===== src/rtl/bert_pkg.sv =====
package bert_pkg;

    typedef enum logic [1:0] {
        PH_IDLE  = 2'd0,
        PH_SCAN  = 2'd1,
        PH_CHECK = 2'd2
    } phase_e;

    // Acquire when mismatches are below one twentieth of the frame.
    function automatic logic acquire_ok(input int unsigned errs, input int unsigned nbit);
        return (errs * 20) < nbit;
    endfunction

    // Release when mismatches exceed one tenth of the frame.
    function automatic logic release_due(input int unsigned errs, input int unsigned nbit);
        return (errs * 10) > nbit;
    endfunction

endpackage


===== src/rtl/bert_frame_buf.sv =====
module bert_frame_buf #(
    parameter int unsigned NBIT = 32
) (
    input  logic              clk,
    input  logic              rst,
    input  logic              shift_en,
    input  logic [NBIT-1:0]   frame_in,
    output logic [2*NBIT-1:0] buf_q
);
    // Lower half holds the older frame, upper half the newer one.
    always_ff @(posedge clk) begin
        if (rst)
            buf_q <= '0;
        else if (shift_en)
            buf_q <= {frame_in, buf_q[2*NBIT-1:NBIT]};
    end
endmodule


===== src/rtl/bert_window_cmp.sv =====
module bert_window_cmp #(
    parameter int unsigned NBIT  = 32,
    parameter int unsigned OFF_W = 5,
    parameter int unsigned ERR_W = 6
) (
    input  logic [2*NBIT-1:0] buf_i,
    input  logic [NBIT-1:0]   ref_i,
    input  logic [OFF_W-1:0]  off_i,
    output logic [ERR_W-1:0]  errs_o
);
    logic [NBIT-1:0] diff;

    assign diff = buf_i[off_i +: NBIT] ^ ref_i;

    always_comb begin
        errs_o = '0;
        for (int i = 0; i < int'(NBIT); i++)
            errs_o = errs_o + ERR_W'(diff[i]);
    end
endmodule


===== src/rtl/bert_sat_acc.sv =====
module bert_sat_acc #(
    parameter int unsigned W     = 32,
    parameter int unsigned INC_W = 6
) (
    input  logic             clk,
    input  logic             rst,
    input  logic             clr,
    input  logic             add_en,
    input  logic [INC_W-1:0] inc,
    output logic [W-1:0]     total
);
    logic [W:0] sum;

    assign sum = {1'b0, total} + (W+1)'(inc);

    always_ff @(posedge clk) begin
        if (rst || clr)
            total <= '0;
        else if (add_en)
            total <= sum[W] ? {W{1'b1}} : sum[W-1:0];
    end
endmodule


===== src/rtl/bert_sync_counter.sv =====
module bert_sync_counter #(
    parameter int unsigned NBIT  = 32,
    parameter int unsigned CNT_W = 32,
    localparam int unsigned OFF_W = $clog2(NBIT),
    localparam int unsigned ERR_W = $clog2(NBIT + 1)
) (
    input  logic              clk,
    input  logic              rst,
    input  logic              ref_load,
    input  logic [NBIT-1:0]   ref_bits,
    input  logic              in_valid,
    input  logic [NBIT-1:0]   in_bits,
    input  logic              tot_clr,
    output logic              busy,
    output logic              overrun,
    output logic              locked,
    output logic [OFF_W-1:0]  offset,
    output logic [ERR_W-1:0]  frame_errs,
    output logic [CNT_W-1:0]  err_total,
    output logic [CNT_W-1:0]  bit_total
);
    import bert_pkg::*;

    phase_e            phase_q;
    logic [NBIT-1:0]   ref_q;
    logic [2*NBIT-1:0] win_buf;
    logic [OFF_W-1:0]  scan_idx;
    logic [OFF_W-1:0]  run_best;
    logic [ERR_W-1:0]  run_min;
    logic [OFF_W-1:0]  sel_off;
    logic [ERR_W-1:0]  cur_errs;
    logic              accept;
    logic              better;
    logic [ERR_W-1:0]  min_now;
    logic [OFF_W-1:0]  best_now;
    logic              drop_now;
    logic              acc_en;

    assign busy     = (phase_q != PH_IDLE);
    assign accept   = in_valid && !busy;
    assign sel_off  = (phase_q == PH_SCAN) ? scan_idx : offset;
    assign better   = cur_errs < run_min;
    assign min_now  = better ? cur_errs : run_min;
    assign best_now = better ? scan_idx : run_best;
    assign drop_now = release_due(32'(cur_errs), NBIT);
    assign acc_en   = (phase_q == PH_CHECK) && !drop_now;

    always_ff @(posedge clk) begin
        if (rst)
            ref_q <= '0;
        else if (ref_load)
            ref_q <= ref_bits;
    end

    bert_frame_buf #(.NBIT(NBIT)) u_buf (
        .clk      (clk),
        .rst      (rst),
        .shift_en (accept),
        .frame_in (in_bits),
        .buf_q    (win_buf)
    );

    bert_window_cmp #(.NBIT(NBIT), .OFF_W(OFF_W), .ERR_W(ERR_W)) u_cmp (
        .buf_i  (win_buf),
        .ref_i  (ref_q),
        .off_i  (sel_off),
        .errs_o (cur_errs)
    );

    always_ff @(posedge clk) begin
        if (rst) begin
            phase_q    <= PH_IDLE;
            scan_idx   <= '0;
            run_best   <= '0;
            run_min    <= ERR_W'(NBIT);
            offset     <= '0;
            frame_errs <= '0;
            locked     <= 1'b0;
            overrun    <= 1'b0;
        end else begin
            overrun <= in_valid && busy;
            unique case (phase_q)
                PH_IDLE: begin
                    if (accept) begin
                        phase_q  <= locked ? PH_CHECK : PH_SCAN;
                        scan_idx <= '0;
                        run_best <= '0;
                        run_min  <= ERR_W'(NBIT);
                    end
                end
                PH_SCAN: begin
                    run_min  <= min_now;
                    run_best <= best_now;
                    if (scan_idx == OFF_W'(NBIT - 1)) begin
                        offset     <= best_now;
                        frame_errs <= min_now;
                        locked     <= acquire_ok(32'(min_now), NBIT);
                        phase_q    <= PH_IDLE;
                    end else begin
                        scan_idx <= scan_idx + 1'b1;
                    end
                end
                PH_CHECK: begin
                    frame_errs <= cur_errs;
                    if (drop_now)
                        locked <= 1'b0;
                    phase_q <= PH_IDLE;
                end
                default: phase_q <= PH_IDLE;
            endcase
        end
    end

    bert_sat_acc #(.W(CNT_W), .INC_W(ERR_W)) u_err_acc (
        .clk    (clk),
        .rst    (rst),
        .clr    (tot_clr),
        .add_en (acc_en),
        .inc    (cur_errs),
        .total  (err_total)
    );

    bert_sat_acc #(.W(CNT_W), .INC_W(ERR_W)) u_bit_acc (
        .clk    (clk),
        .rst    (rst),
        .clr    (tot_clr),
        .add_en (acc_en),
        .inc    (ERR_W'(NBIT)),
        .total  (bit_total)
    );
endmodule


===== config.mk =====
export PLATFORM = sky130hd
export DESIGN_NAME = bert_sync_counter
export DESIGN_NICKNAME = d
export VERILOG_FILES = /design/src/rtl/bert_pkg.sv /design/src/rtl/bert_frame_buf.sv /design/src/rtl/bert_window_cmp.sv /design/src/rtl/bert_sat_acc.sv /design/src/rtl/bert_sync_counter.sv
export SDC_FILE = /design/constraint.sdc
export NUM_CORES = 1
export LEC_CHECK = 0
export CAP_MARGIN = 20
export CORE_MARGIN = 2
export CORE_UTILIZATION = 45
export DETAILED_ROUTE_END_ITERATION = 7
export DONT_BUFFER_PORTS = 1
export PLACE_DENSITY_LB_ADDON = 0.15
export SETUP_SLACK_MARGIN = 0.1
export SYNTH_ARGS = -nofsm -noshare
export SYNTH_HDL_FRONTEND = slang
export SYNTH_SLANG_ARGS = --single-unit
export TNS_END_PERCENT = 10

===== constraint.sdc =====
create_clock -name clk -period 19.3 [get_ports clk]
set_input_delay 2.895 -clock clk [delete_from_list [all_inputs] [get_ports clk]]
set_output_delay 2.895 -clock clk [all_outputs]
set_load 0.05 [all_outputs]

Yosys cells after proc, flatten, opt, wreduce, memory -nomap -nowiden

Cells that the tools add are included.
Widths: inputs -> output; s select.

Register bits: 191
Input port bits: 69
Word-level logic and storage cells: 96

Add/sub/neg operators: 34
$mul: 2
Magnitude comparators: 3
Equal/unequal tests: 7
Shift-type cells: 1
Multiplexer cells: 20
Bitwise gates (word level): 1
Reductions and logical operators: 16

Operator list:

| cell                  | number |
|---|---|
| $add 6x1->6           | 30 |
| $mux 32               | 2 |
| $shiftx 64x6->32      | 1 |
| $add 32x6->33         | 1 |
| $add 32x6->33 const B | 1 |
| $xor 32x32->32        | 1 |
| $pmux 6 s2            | 2 |
| $mux 5                | 4 |
| $pmux 5 s2            | 2 |
| $mul 6x3->9 const B   | 2 |
| $mux 6                | 3 |
| $lt 11x6->1 const B   | 1 |
| $gt 10x6->1 const B   | 1 |
| $reduce_and 2->1      | 4 |
| $lt 6x6->1            | 1 |
| $mux 2                | 3 |
| $ne 2x2->1 const B    | 3 |
| $reduce_and 3->1      | 2 |
| $reduce_bool 2->1     | 3 |
| $add 5x1->5 const B   | 1 |
| $eq 5x5->1 const B    | 1 |
| $pmux 2 s2            | 1 |
| $logic_and 1x1->1     | 3 |
| $add 1x1->2           | 1 |
| other kinds (8)       | 10 |

Logic depth before layout (Yosys ltp)

Word-level depth: 41
Gate-level depth with buffers: 43

Cells and area by module

From an unflattened synthesis, not the netlist that was laid out.

Cell total of the unflattened synthesis: 1448
Area, all modules: 13653.1 um^2

Modules (own cells, without submodules):

| module                    | times used | cells each | area each (um^2) | sequential area each (um^2) |
|---|---|---|---|---|
| bert_window_cmp           | 1          | 513        | 4660.7           | 0.0 |
| bert_sync_counter         | 1          | 334        | 3130.5           | 1261.2 |
| bert_frame_buf            | 1          | 206        | 2290.9           | 1281.2 |
| bert_sat_acc at u_bit_acc | 1          | 194        | 1800.5           | 640.6 |
| bert_sat_acc at u_err_acc | 1          | 201        | 1770.4           | 640.6 |

Least setup slack after synthesis

Ideal clock, no wire load.

Kind: register to register
From: register offset[1]
To: register locked
Setup time: 0.057 ns
Arrival: 10.591 ns
Required time: 19.243 ns
Setup slack: 8.652 ns
Stages on the path, launching flop included: 37
Buffers on the path: 5
Clock period less this slack: 10.648 ns
Cells stage by stage: dfxtp_1 clkbuf_1 a21o_1 buf_4 buf_6 buf_2 buf_2 mux2i_1 a21oi_1 o2111ai_1 xor2_1 ha_1 fa_1 fa_1 fa_1 fa_1 inv_1 fa_1 fa_1 fa_1 fa_1 nor2b_1 o21a_1 nor2_1 xnor2_1 ha_1 o21a_1 nor2_1 a31oi_1 mux2_2 ha_1 ha_1 inv_1 fa_1 or4b_2 nor4_1 a21bo_2

Cells in the longest elaborated chain, start to end: 40

Ends and longest elaborated chain:

| element                    | RTL line                | RTL |
|---|---|---|
| start, declared            | bert_sync_counter.sv:17 | `output logic [OFF_W-1:0] offset,` |
| start signal, assigned     | bert_sync_counter.sv:95 | `offset <= best_now;` |
| $mux 5 *                   | bert_sync_counter.sv:41 | `assign sel_off = (phase_q == PH_SCAN) ? scan_idx : offset;` |
| $shiftx 64x6->32 *         | bert_window_cmp.sv:13   | `assign diff = buf_i[off_i +: NBIT] ^ ref_i;` |
| $xor 32x32->32 *           | bert_window_cmp.sv:13   |  |
| $add 1x1->2                | bert_window_cmp.sv:18   | `errs_o = errs_o + ERR_W'(diff[i]);` |
| $add 6x1->6 (29 in series) | bert_window_cmp.sv:18   |  |
| $add 6x1->6 *              | bert_window_cmp.sv:18   |  |
| $lt 6x6->1                 | bert_sync_counter.sv:42 | `assign better = cur_errs < run_min;` |
| $mux 6                     | bert_sync_counter.sv:43 | `assign min_now = better ? cur_errs : run_min;` |
| $mul 6x3->9                | bert_pkg.sv:11          | `return (errs * 20) < nbit;` |
| $lt 11x6->1                | bert_pkg.sv:11          |  |
| $mux 1                     | bert_sync_counter.sv:94 | `if (scan_idx == OFF_W'(NBIT - 1)) begin` |
| $pmux 1 s2                 | bert_sync_counter.sv:82 | `unique case (phase_q)` |
| end signal, assigned       | bert_sync_counter.sv:97 | `locked <= acquire_ok(32'(min_now), NBIT);` |
| end, declared              | bert_sync_counter.sv:16 | `output logic locked,` |

Every way passes the cells marked *; elsewhere a longest branch is shown, timed or not. The select of a mux whose other input is x is not followed.
A chain may end at the register's enable or synchronous reset.

Final worst setup path

From: register phase_q[1]
To: register locked

Cells in the longest elaborated chain, start to end: 41

Ends and longest elaborated chain:

| element                    | RTL line                                         | RTL |
|---|---|---|
| start, declared            | bert_sync_counter.sv:24                          | `phase_e phase_q;` |
| start signal, assigned     | bert_sync_counter.sv:85                          | `phase_q <= locked ? PH_CHECK : PH_SCAN;` |
| $eq 2x1->1                 | bert_sync_counter.sv:41, bert_sync_counter.sv:82 |  |
| $mux 5                     | bert_sync_counter.sv:41                          |  |
| $shiftx 64x6->32           | bert_window_cmp.sv:13                            |  |
| $xor 32x32->32             | bert_window_cmp.sv:13                            |  |
| $add 1x1->2                | bert_window_cmp.sv:18                            |  |
| $add 6x1->6 (30 in series) | bert_window_cmp.sv:18                            |  |
| $lt 6x6->1                 | bert_sync_counter.sv:42                          |  |
| $mux 6                     | bert_sync_counter.sv:43                          |  |
| $mul 6x3->9                | bert_pkg.sv:11                                   |  |
| $lt 11x6->1                | bert_pkg.sv:11                                   |  |
| $mux 1                     | bert_sync_counter.sv:94                          |  |
| $pmux 1 s2                 | bert_sync_counter.sv:82                          |  |

Parallel ways exist; a longest one is shown, timed or not. The select of a mux whose other input is x is not followed.

==> impl_metrics.toml <==
[global_routing]
antenna_found_initial = 0
gr-usage-all-layers_pct = 27.4
grt_pass1_vias = 10900
grt_max_degree = 130
grt_pass1_wl_um = 61800
grt_remaining_overflow = 0

[routing]
via_per_inst = 6.04
drcViolationCount = 0
via_count = 11500
wl_per_cell_um = 20.8
antenna_left = 0
first_pass_iters = 8
drt-total-wl_um = 39800
drtIter0Drc = 1147

[setup_path]
start_kind = "register"
reg2reg_from = "phase_q[1]$_SDFFE_PP0P_"
cp_max_fo = 92
cpMostUsedCell = "fa_1"
rrSetupSlack_ns = 6.88
cpMaxStageDelayCell = "a2111oi_0"
critical_path_class = "register to register"
worstPathArrival_ns = 12.82
rr_endpoint = "locked$_SDFFE_PP0P_"
worstPathRequired_ns = 19.70
end_kind = "register"
cpPeakStageDelay_ns = 0.82
rr_worst_depth = 36

[cells_and_area]
drive_gt1_share_pct = 6.14
final_util_pct = 48.1
final-instance-count-excl-fill = 1910
area_growth_pct = 5.84
final_area_um2 = 13200
fin_nets = 1650
diodes = 0

[place]
gp_congestion = 0.991
portBuffers = 0
dp_hpwl_um = 29200
place_ws_ns = 6.98
placed_area_um2 = 12700
place_inst = 1877

[floorplanning]
start_util_pct = 45.4
die_x_um = 171
dieArea_um2 = 29200
rows = 61
ios = 147
die_h_um = 171
fp.coreArea_um2 = 27600

[logic_synthesis]
ys.flop_type = "dfxtp_1"
synth-edff-count = 0
yosysWarningCount = 0
netlist_area_um2 = 12500
ys_seq_area_share_pct = 29.9
synth_top_area_cell = "dfxtp_1"
ys_ff_latch = 187
syn_avg_cell_area_um2 = 7.86
ys_async_sr_fraction_pct = 0
ys_top_cells_by_area = "dfxtp_1 (30%), nand2_1 (6.9%), mux2i_1 (6.2%), a211oi_1 (5.5%), a21oi_1 (5.1%)"
synth_commonest_cells = "nand2_1 (230), dfxtp_1 (187), a21oi_1 (128)"
ys_types = 76
synth_cells = 1592
synth_nets = 1723
synth.top_cell.area_share_pct = 29.9
synth.most_common_cell = "nand2_1"

[hold_path]
hold_start = "u_buf.buf_q[63]$_SDFFE_PP0P_"
min_path_type = "register to register"
hold_path_end = "u_buf.buf_q[63]$_SDFFE_PP0P_"
min_path_cells = 2

[sta]
clock_skew_ns = 0.0152
layout_setup_ws_ns = 6.88
slew_viol_final = 0
period_share_pct = 64.4
tns_ns = 0
hold_ws_ns = 0.458
tightest_slew_ns = 1.20
rsz0062_at_grt = "no"
finalHoldViolations = 0
finalSetupViolCount = 0
relSlewSlack_pct = 19.6
period_needed_ns = 12.42
max_freq_mhz = 80.5

[cts]
cts_hold_buf = 0
post_cts_buffers = 0
insertion_delay_ns = 0.45
clk_transition_reported_paths_ns = 0.07
cts.sinks = 187
cts-root-buf = "clkbuf_16"
htreeDepth = 4
cts_made_buffers = 17
clockBufferDepth = 2
post_cts_resized = 0
cts_tree = "yes"

[power]
cellPowerDensity_nw_per_um2 = 229
power.total_mw = 3.03
ir_worst_vdd_uv = 345
p_clk_share_pct = 11.5
seqPwrFrac_pct = 13.8
p_sw_share_pct = 49.0
combPwrFrac_pct = 74.7
switchingPower_mw = 1.49
p_leak_nw = 4.66
internal-power_mw = 1.54

[outcome]
status = "finished, final reports clean"

[job]
drv_cap = 0
-- cell usage in the layout (no fill, tap or decap), drive strengths merged, types with 7 or more instances in the layout --
cell type and instances:
nand2 230, dfxtp 187, a21oi 129, nor3 117, nor2 109, a211oi 91
inv 82, mux2i 77, o21ai 53, xnor2 48, nand3 43, ha 35
fa 27, a22oi 24, xor2 23, buf 21, clkbuf 20, a2111oi 17
o2111ai 15, nand4 15, a32oi 14, a31oi 13, mux2 10, o211ai 10
and3 8, or4 8, nand2b 8, nor4 8, o21a 7
-- registers in the layout, summed over array words and instances (netlist names), 6 cells and up --
signal,cells
ref_q,32
run_min,6
u_buf.buf_q,64
u_err_acc.total,32
u_bit_acc.total,28
frame_errs,6
-- how the worst max path moves through the flow --
| stage | startpoint | to | slack (ns) | depth (start not counted) |
|---|---|---|---|---|
| global route | phase_q[1]$_SDFFE_PP0P_ | locked$_SDFFE_PP0P_ | 6.32 | 36 |
| floorplan | offset[1]$_SDFFE_PP0P_ | locked$_SDFFE_PP0P_ | 8.65 | 36 |
| detailed placement | phase_q[1]$_SDFFE_PP0P_ | locked$_SDFFE_PP0P_ | 6.98 | 36 |
| CTS | phase_q[1]$_SDFFE_PP0P_ | locked$_SDFFE_PP0P_ | 6.93 | 36 |
| finish | phase_q[1]$_SDFFE_PP0P_ | locked$_SDFFE_PP0P_ | 6.88 | 36 |
| global placement | phase_q[1]$_SDFFE_PP0P_ | locked$_SDFFE_PP0P_ | 7.24 | 36 |
-- cell families (layout without fill, tap and decap cells) --
logic type                 Yosys count  count (layout)  share of synthesized area (%)
muxes                               88              88                           7.24
AOI/OAI and AO/OA                  415             415                           22.3
xor gates and xnor gates            71              71                           4.97
and+or+nand+nor                    581             581                           21.4
adders and majority gates           62              62                           7.82
DFF                                187             187                           29.9
buffers and inverters              188             128                           6.39
-- worst max-delay path, delay by kind of cell (launching register included) --
family                   cells  cell delay (ns)
AO/OA/AOI/OAI                7             2.11
XOR/XNOR                     2             0.75
adder cells (fa/ha/maj)     12             5.28
buffers and inverters        6             1.60
flip-flops                   1             0.41
multiplexers                 2             0.67
AND/OR/NAND/NOR              7             1.51
-- power groups by stage --
| stage | logic [mW] | registers [mW] | clock network, mW |
|---|---|---|---|
| final | 2.26 | 0.418 | 0.349 |
| after global routing | 2.62 | 0.419 | 0.373 |
| after CTS | 2.27 | 0.417 | 0.357 |
| after detailed placement | 2.26 | 0.426 | 0 |
| after global placement | 2.22 | 0.426 | 0 |
| after floorplan | 1.78 | 0.419 | 0 |
-- per-layer routing --
| metal | vias up | share of wire (%) | track usage [%] |
|---|---|---|---|
| li1 | 5600 | - | - |
| met1 | 5383 | 43 | 35.0 |
| met2 | 453 | 45 | 43.5 |
| met3 | 102 | 7.1 | 6.73 |
| met4 | 0 | 4.7 | 13.2 |
| met5 | - | 0 | 0 |
-- area by class of cell --
class,count,area (um2)
flip-flops and latches,187,3740
well taps,378,473
repair buffers,21,158
inverters,75,282
clock buffers,20,447
fillers,2744,14300
clock inverters,12,125
multi-input cells,1217,8010
No activity file was read; power rests on OpenSTA's default activity.
